==> src/rtl/ioc_pkg.sv <==
package ioc_pkg;
  typedef enum logic {
    CLR_ON_PORT = 1'b0,
    CLR_ON_CAP  = 1'b1
  } clr_src_e;

  typedef struct packed {
    logic act_high;
    logic open_drain;
  } drive_cfg_t;
endpackage

==> src/rtl/ioc_sync.sv <==
module ioc_sync #(
  parameter int W      = 8,
  parameter int STAGES = 2
) (
  input  logic         clk,
  input  logic         rst,
  input  logic [W-1:0] d,
  output logic [W-1:0] q
);
  logic [W-1:0] chain [STAGES];

  always_ff @(posedge clk) begin
    if (rst) chain[0] <= '0;
    else     chain[0] <= d;
  end

  for (genvar k = 1; k < STAGES; k++) begin : g_stage
    always_ff @(posedge clk) begin
      if (rst) chain[k] <= '0;
      else     chain[k] <= chain[k-1];
    end
  end

  assign q = chain[STAGES-1];
endmodule

==> src/rtl/ioc_detect.sv <==
module ioc_detect #(
  parameter int W = 8
) (
  input  logic         clk,
  input  logic         rst,
  input  logic [W-1:0] raw,
  input  logic [W-1:0] inv,
  input  logic [W-1:0] ien,
  input  logic [W-1:0] mode,
  input  logic [W-1:0] refv,
  output logic [W-1:0] seen,
  output logic [W-1:0] trig
);
  // history is kept on raw levels so an inversion change alone is not an edge
  logic [W-1:0] prev_q;

  always_ff @(posedge clk) begin
    if (rst) prev_q <= '0;
    else     prev_q <= raw;
  end

  assign seen = raw ^ inv;

  for (genvar i = 0; i < W; i++) begin : g_pin
    logic hit;
    always_comb begin
      if (mode[i]) hit = seen[i] ^ refv[i];
      else         hit = raw[i] ^ prev_q[i];
    end
    assign trig[i] = ien[i] & hit;
  end
endmodule

==> src/rtl/ioc_latch.sv <==
module ioc_latch #(
  parameter int W = 8
) (
  input  logic         clk,
  input  logic         rst,
  input  logic [W-1:0] trig,
  input  logic [W-1:0] seen,
  input  logic         clr,
  output logic [W-1:0] flag_q,
  output logic [W-1:0] cap_q,
  output logic         pend_q
);
  logic [W-1:0] first;

  // isolate lowest set bit
  assign first = trig & (~trig + {{(W-1){1'b0}}, 1'b1});

  always_ff @(posedge clk) begin
    if (rst) begin
      pend_q <= 1'b0;
      flag_q <= '0;
      cap_q  <= '0;
    end else if (clr) begin
      pend_q <= 1'b0;
      flag_q <= '0;
    end else if (!pend_q && (trig != '0)) begin
      pend_q <= 1'b1;
      flag_q <= first;
      cap_q  <= seen;
    end
  end
endmodule

==> src/rtl/ioc_drive.sv <==
module ioc_drive
  import ioc_pkg::*;
(
  input  logic       pend,
  input  drive_cfg_t cfg,
  output logic       line,
  output logic       oe
);
  always_comb begin
    if (cfg.open_drain) begin
      line = 1'b0;
      oe   = pend;
    end else begin
      line = cfg.act_high ? pend : ~pend;
      oe   = 1'b1;
    end
  end
endmodule

==> src/rtl/ioc_capture_unit.sv <==
module ioc_capture_unit
  import ioc_pkg::*;
#(
  parameter int W      = 8,
  parameter int STAGES = 2
) (
  input  logic         clk,
  input  logic         rst,
  input  logic [W-1:0] pin_i,
  input  logic [W-1:0] inv_i,
  input  logic [W-1:0] ien_i,
  input  logic [W-1:0] mode_i,
  input  logic [W-1:0] ref_i,
  input  logic         clr_sel_i,
  input  logic         act_high_i,
  input  logic         od_i,
  input  logic         port_rd_i,
  input  logic         cap_rd_i,
  output logic [W-1:0] port_o,
  output logic [W-1:0] flag_o,
  output logic [W-1:0] cap_o,
  output logic         irq_o,
  output logic         irq_oe_o
);
  logic [W-1:0] raw, seen, trig;
  logic         clr, pend;
  clr_src_e     src;
  drive_cfg_t   dcfg;

  assign src  = clr_src_e'(clr_sel_i);
  assign clr  = (src == CLR_ON_CAP) ? cap_rd_i : port_rd_i;
  assign dcfg = '{act_high: act_high_i, open_drain: od_i};

  ioc_sync #(.W(W), .STAGES(STAGES)) u_sync (
    .clk(clk), .rst(rst), .d(pin_i), .q(raw)
  );

  ioc_detect #(.W(W)) u_det (
    .clk(clk), .rst(rst), .raw(raw), .inv(inv_i), .ien(ien_i),
    .mode(mode_i), .refv(ref_i), .seen(seen), .trig(trig)
  );

  ioc_latch #(.W(W)) u_lat (
    .clk(clk), .rst(rst), .trig(trig), .seen(seen), .clr(clr),
    .flag_q(flag_o), .cap_q(cap_o), .pend_q(pend)
  );

  ioc_drive u_drv (
    .pend(pend), .cfg(dcfg), .line(irq_o), .oe(irq_oe_o)
  );

  assign port_o = seen;
endmodule

==> config.mk <==
export PLATFORM = sky130hd
export DESIGN_NAME = ioc_capture_unit
export DESIGN_NICKNAME = d
export VERILOG_FILES = /design/src/rtl/ioc_pkg.sv /design/src/rtl/ioc_sync.sv /design/src/rtl/ioc_detect.sv /design/src/rtl/ioc_latch.sv /design/src/rtl/ioc_drive.sv /design/src/rtl/ioc_capture_unit.sv
export SDC_FILE = /design/constraint.sdc
export NUM_CORES = 1
export LEC_CHECK = 0
export BUFFER_PORTS_ARGS = -buffer_cell sky130_fd_sc_hd__buf_2
export CAP_MARGIN = 20
export CELL_PAD_IN_SITES_DETAIL_PLACEMENT = 0
export CELL_PAD_IN_SITES_GLOBAL_PLACEMENT = 1
export CORE_AREA = 4 4 60 103
export DETAILED_ROUTE_END_ITERATION = 12
export DIE_AREA = 0 0 64 107
export PLACE_DENSITY_LB_ADDON = 0.1
export REMOVE_ABC_BUFFERS = 1
export SYNTH_ARGS = -nofsm -noshare
export SYNTH_HDL_FRONTEND = slang
export SYNTH_SLANG_ARGS = --single-unit
==> constraint.sdc <==
create_clock -name clk -period 2.05 [get_ports clk]
set_clock_uncertainty 0.05 [all_clocks]
set_input_delay 0.3075 -clock clk [delete_from_list [all_inputs] [get_ports clk]]
set_output_delay 0.3075 -clock clk [all_outputs]
set_load 0.05 [all_outputs]
==> results.toml <==
[timing]
fin_setup_tns_ns = 0
final-max-slew-violation-count = 0
fmaxAchievable_mhz = 546
worstMarginPinSlew_ns = 0.485
rsz0062_at_grt = "false"
period_share = 0.894
hold_violations = 0
finalSetupViolCount = 0
period_needed_ns = 1.83
relSlewSlack = 0.677

[global_route]
grt-ovfl-total = 0
grt_max_degree = 22
track_usage = 0.131
grt_antenna_before_repair = 0
grt_pass1_wl_mm = 7.10
first_global_vias = 1607

[detailed_routing]
routed_wl_mm = 4.31
drc = 0
drt-initial-drc-count = 27
drtAntennaViolNets = 0
vias_per_cell = 4.60
routedWlPerCell_um = 12.1
dr.pass1.iters = 4
via_count = 1638

[worst_setup_path]
critPathTopFamily = "compound AO/OA/AOI/OAI gates"
worstPathArrival_ns = 1.94
crit_chain = "nor2_1 > a211oi_1 > o21ai_0 > buf_4 > o2111a_2 > a211o_1 > mux2i_1"
cp.required_ns = 2.16
end_kind = "flip-flop"
path_max_fanout = 8
start_kind = "flip-flop"
critPathKind = "flip-flop to flip-flop"
crit_slowest_cell = "a211o_1"
slowest_delay_ns = 0.49
path_buf_inv = 1

[logic_synthesis]
synth_edf_count = 0
synthesis.instances = 195
synth_cell_type_count = 34
synthSimpleGateAreaFrac = 0.221
synthAdderAreaFrac = 0
yosys_warnings = 0
syn_area_um2 = 1820
synthXorXnorAreaFrac = 0.0865
synth-seq-cells = 41
avgSynthCellArea_um2 = 9.34
synth_compound_gate_area_share = 0.157
synthFlopType = "dfxtp_1"
synth_area_leader_cell = "dfxtp_1"
yosys-top-cells-area = "dfxtp_1, nor2b_1, mux2i_1, xnor2_1, xor2_1"
synthMuxAreaShare = 0.0501
synth_top_family_by_area = "simple AND/OR/NAND/NOR gates"
ys_seq_area_frac = 0.451
async_flop_share = 0
synth_top_area_share = 0.451

[min_path]
hold_class = "input port to flip-flop"

[die]
pin_count = 73
rows = 35
die_w_um = 64
start_util = 0.344
core_um2 = 5300
chipHeight_um = 107
die_area_um2 = 6850

[clocking]
post_cts_resize_count = 0
cts_inserted_buffers = 5
clockRootBuffer = "clkbuf_8"
cts.htree.levels = 2
cts.clk_slew.worst_paths_ns = 0.08
ctsLongestPathBuffers = 2
postCtsHoldBufs = 0
cts_tree = "yes"
clk-insertion-delay-late_ns = 0.29
cts_sinks = 41
postCtsSetupBuffers = 0

[cells_and_area]
final_util = 0.467
num-nets-final = 328
finalNonFillerCells = 356
final_cell_mix = "buf_2, dfxtp_1, nor2b_1"
mostFrequentLayoutCell = "buf_2"
diodes = 0
design_area_um2 = 2480
fillers = 564
layout-drive-gt1-share = 0.369
area_growth_pct = 35.9

[placement]
io_buffer_count = 72
placed_area_um2 = 2340
dp_cells = 348
gp_congestion = 0.750
dp_hpwl_mm = 3.53

[power_and_ir_drop]
powerDensity_nw_per_um2 = 839
p_leak_nw = 1.23
ir_worst_vdd_mv = 0.762

[job]
max_cap_violations = 0

[run_status]
outcome = "finished, final reports clean"
worst register-to-register path, delay by kind of cell (launching register included):
kind            cells  cell delay (ns)
flops               1             0.33
buf+inv             1             0.15
simple gates        1             0.05
compound gates      4             0.95
mux                 1             0.19
flip-flops by register name (all words and copies together), names as in the netlist:
name,flops
u_sync.chain,16
u_det.prev_q,8
u_lat.cap_q,8
u_lat.flag_q,8
u_lat.pend_q,1
per-layer routing:
metal	track usage	vias to the layer above	wire length [µm]
met5	0	-	0
met4	0.0510	0	66
met3	0.0377	5	322
met2	0.239	51	2320
met1	0.138	748	1610
li1	-	834	-
where the power goes:
| group | total, mW | internal, mW | switching, mW |
|---|---|---|---|
| Clock | 0.759 | 0.484 | 0.276 |
| Sequential | 0.863 | 0.836 | 0.0263 |
| Combinational | 0.455 | 0.172 | 0.283 |
| Total | 2.08 | 1.49 | 0.585 |
logic make-up (layout without fill, tap and decap cells):
group           count (synthesis)  count (layout)
simple gates                   76              76
flops                          41              41
compound gates                 36              36
xor+xnor                       18              18
buf+inv                        15             102
mux                             9               9
area by class of cell:
cell class / count / area [µm²] / share of cell area
timing repair buffer: 85 / 458 / 0.185
clock buffer: 5 / 68.8 / 0.0278
multi-input combinational: 139 / 937 / 0.378
tap: 74 / 92.6 / 0.0374
clock inverter: 3 / 65.1 / 0.0263
sequential: 41 / 821 / 0.331
inverter: 9 / 33.8 / 0.0136
cells in the mapped netlist (5+ instances only):
master,instances
o21ai_0,5
xor2_1,9
nor2b_1,24
mux2i_1,8
nor2_1,12
nand2_1,20
nand2b_1,10
a211oi_1,7
clkbuf_1,5
inv_1,8
o211a_1,7
xnor2_1,9
dfxtp_1,41
through the flow:
stage                     power (mW)  setup WS (ns)  hold WS, ns
after floorplan                 1.17          0.264        0.329
after global placement          1.34        -0.0616        0.367
after detailed placement        1.34        -0.0777        0.378
after CTS                       2.12          0.184        0.162
after global routing            2.18         0.0116        0.160
final                           2.08          0.217        0.170
path summary, 6_finish.rpt:
path	endpoint	cells after the start	slack (ns)	from
hold reg to reg	u_sync.chain[1][7]	1	0.39	u_sync.chain[0][7]
setup / recovery	u_lat.cap_q[0]	7	0.22	u_det.prev_q[7]
setup reg to reg	u_lat.cap_q[0]	7	0.22	u_det.prev_q[7]
hold / removal	u_sync.chain[0][3]	2	0.17	pin_i[3]
Power figures use the tool's default switching activity.
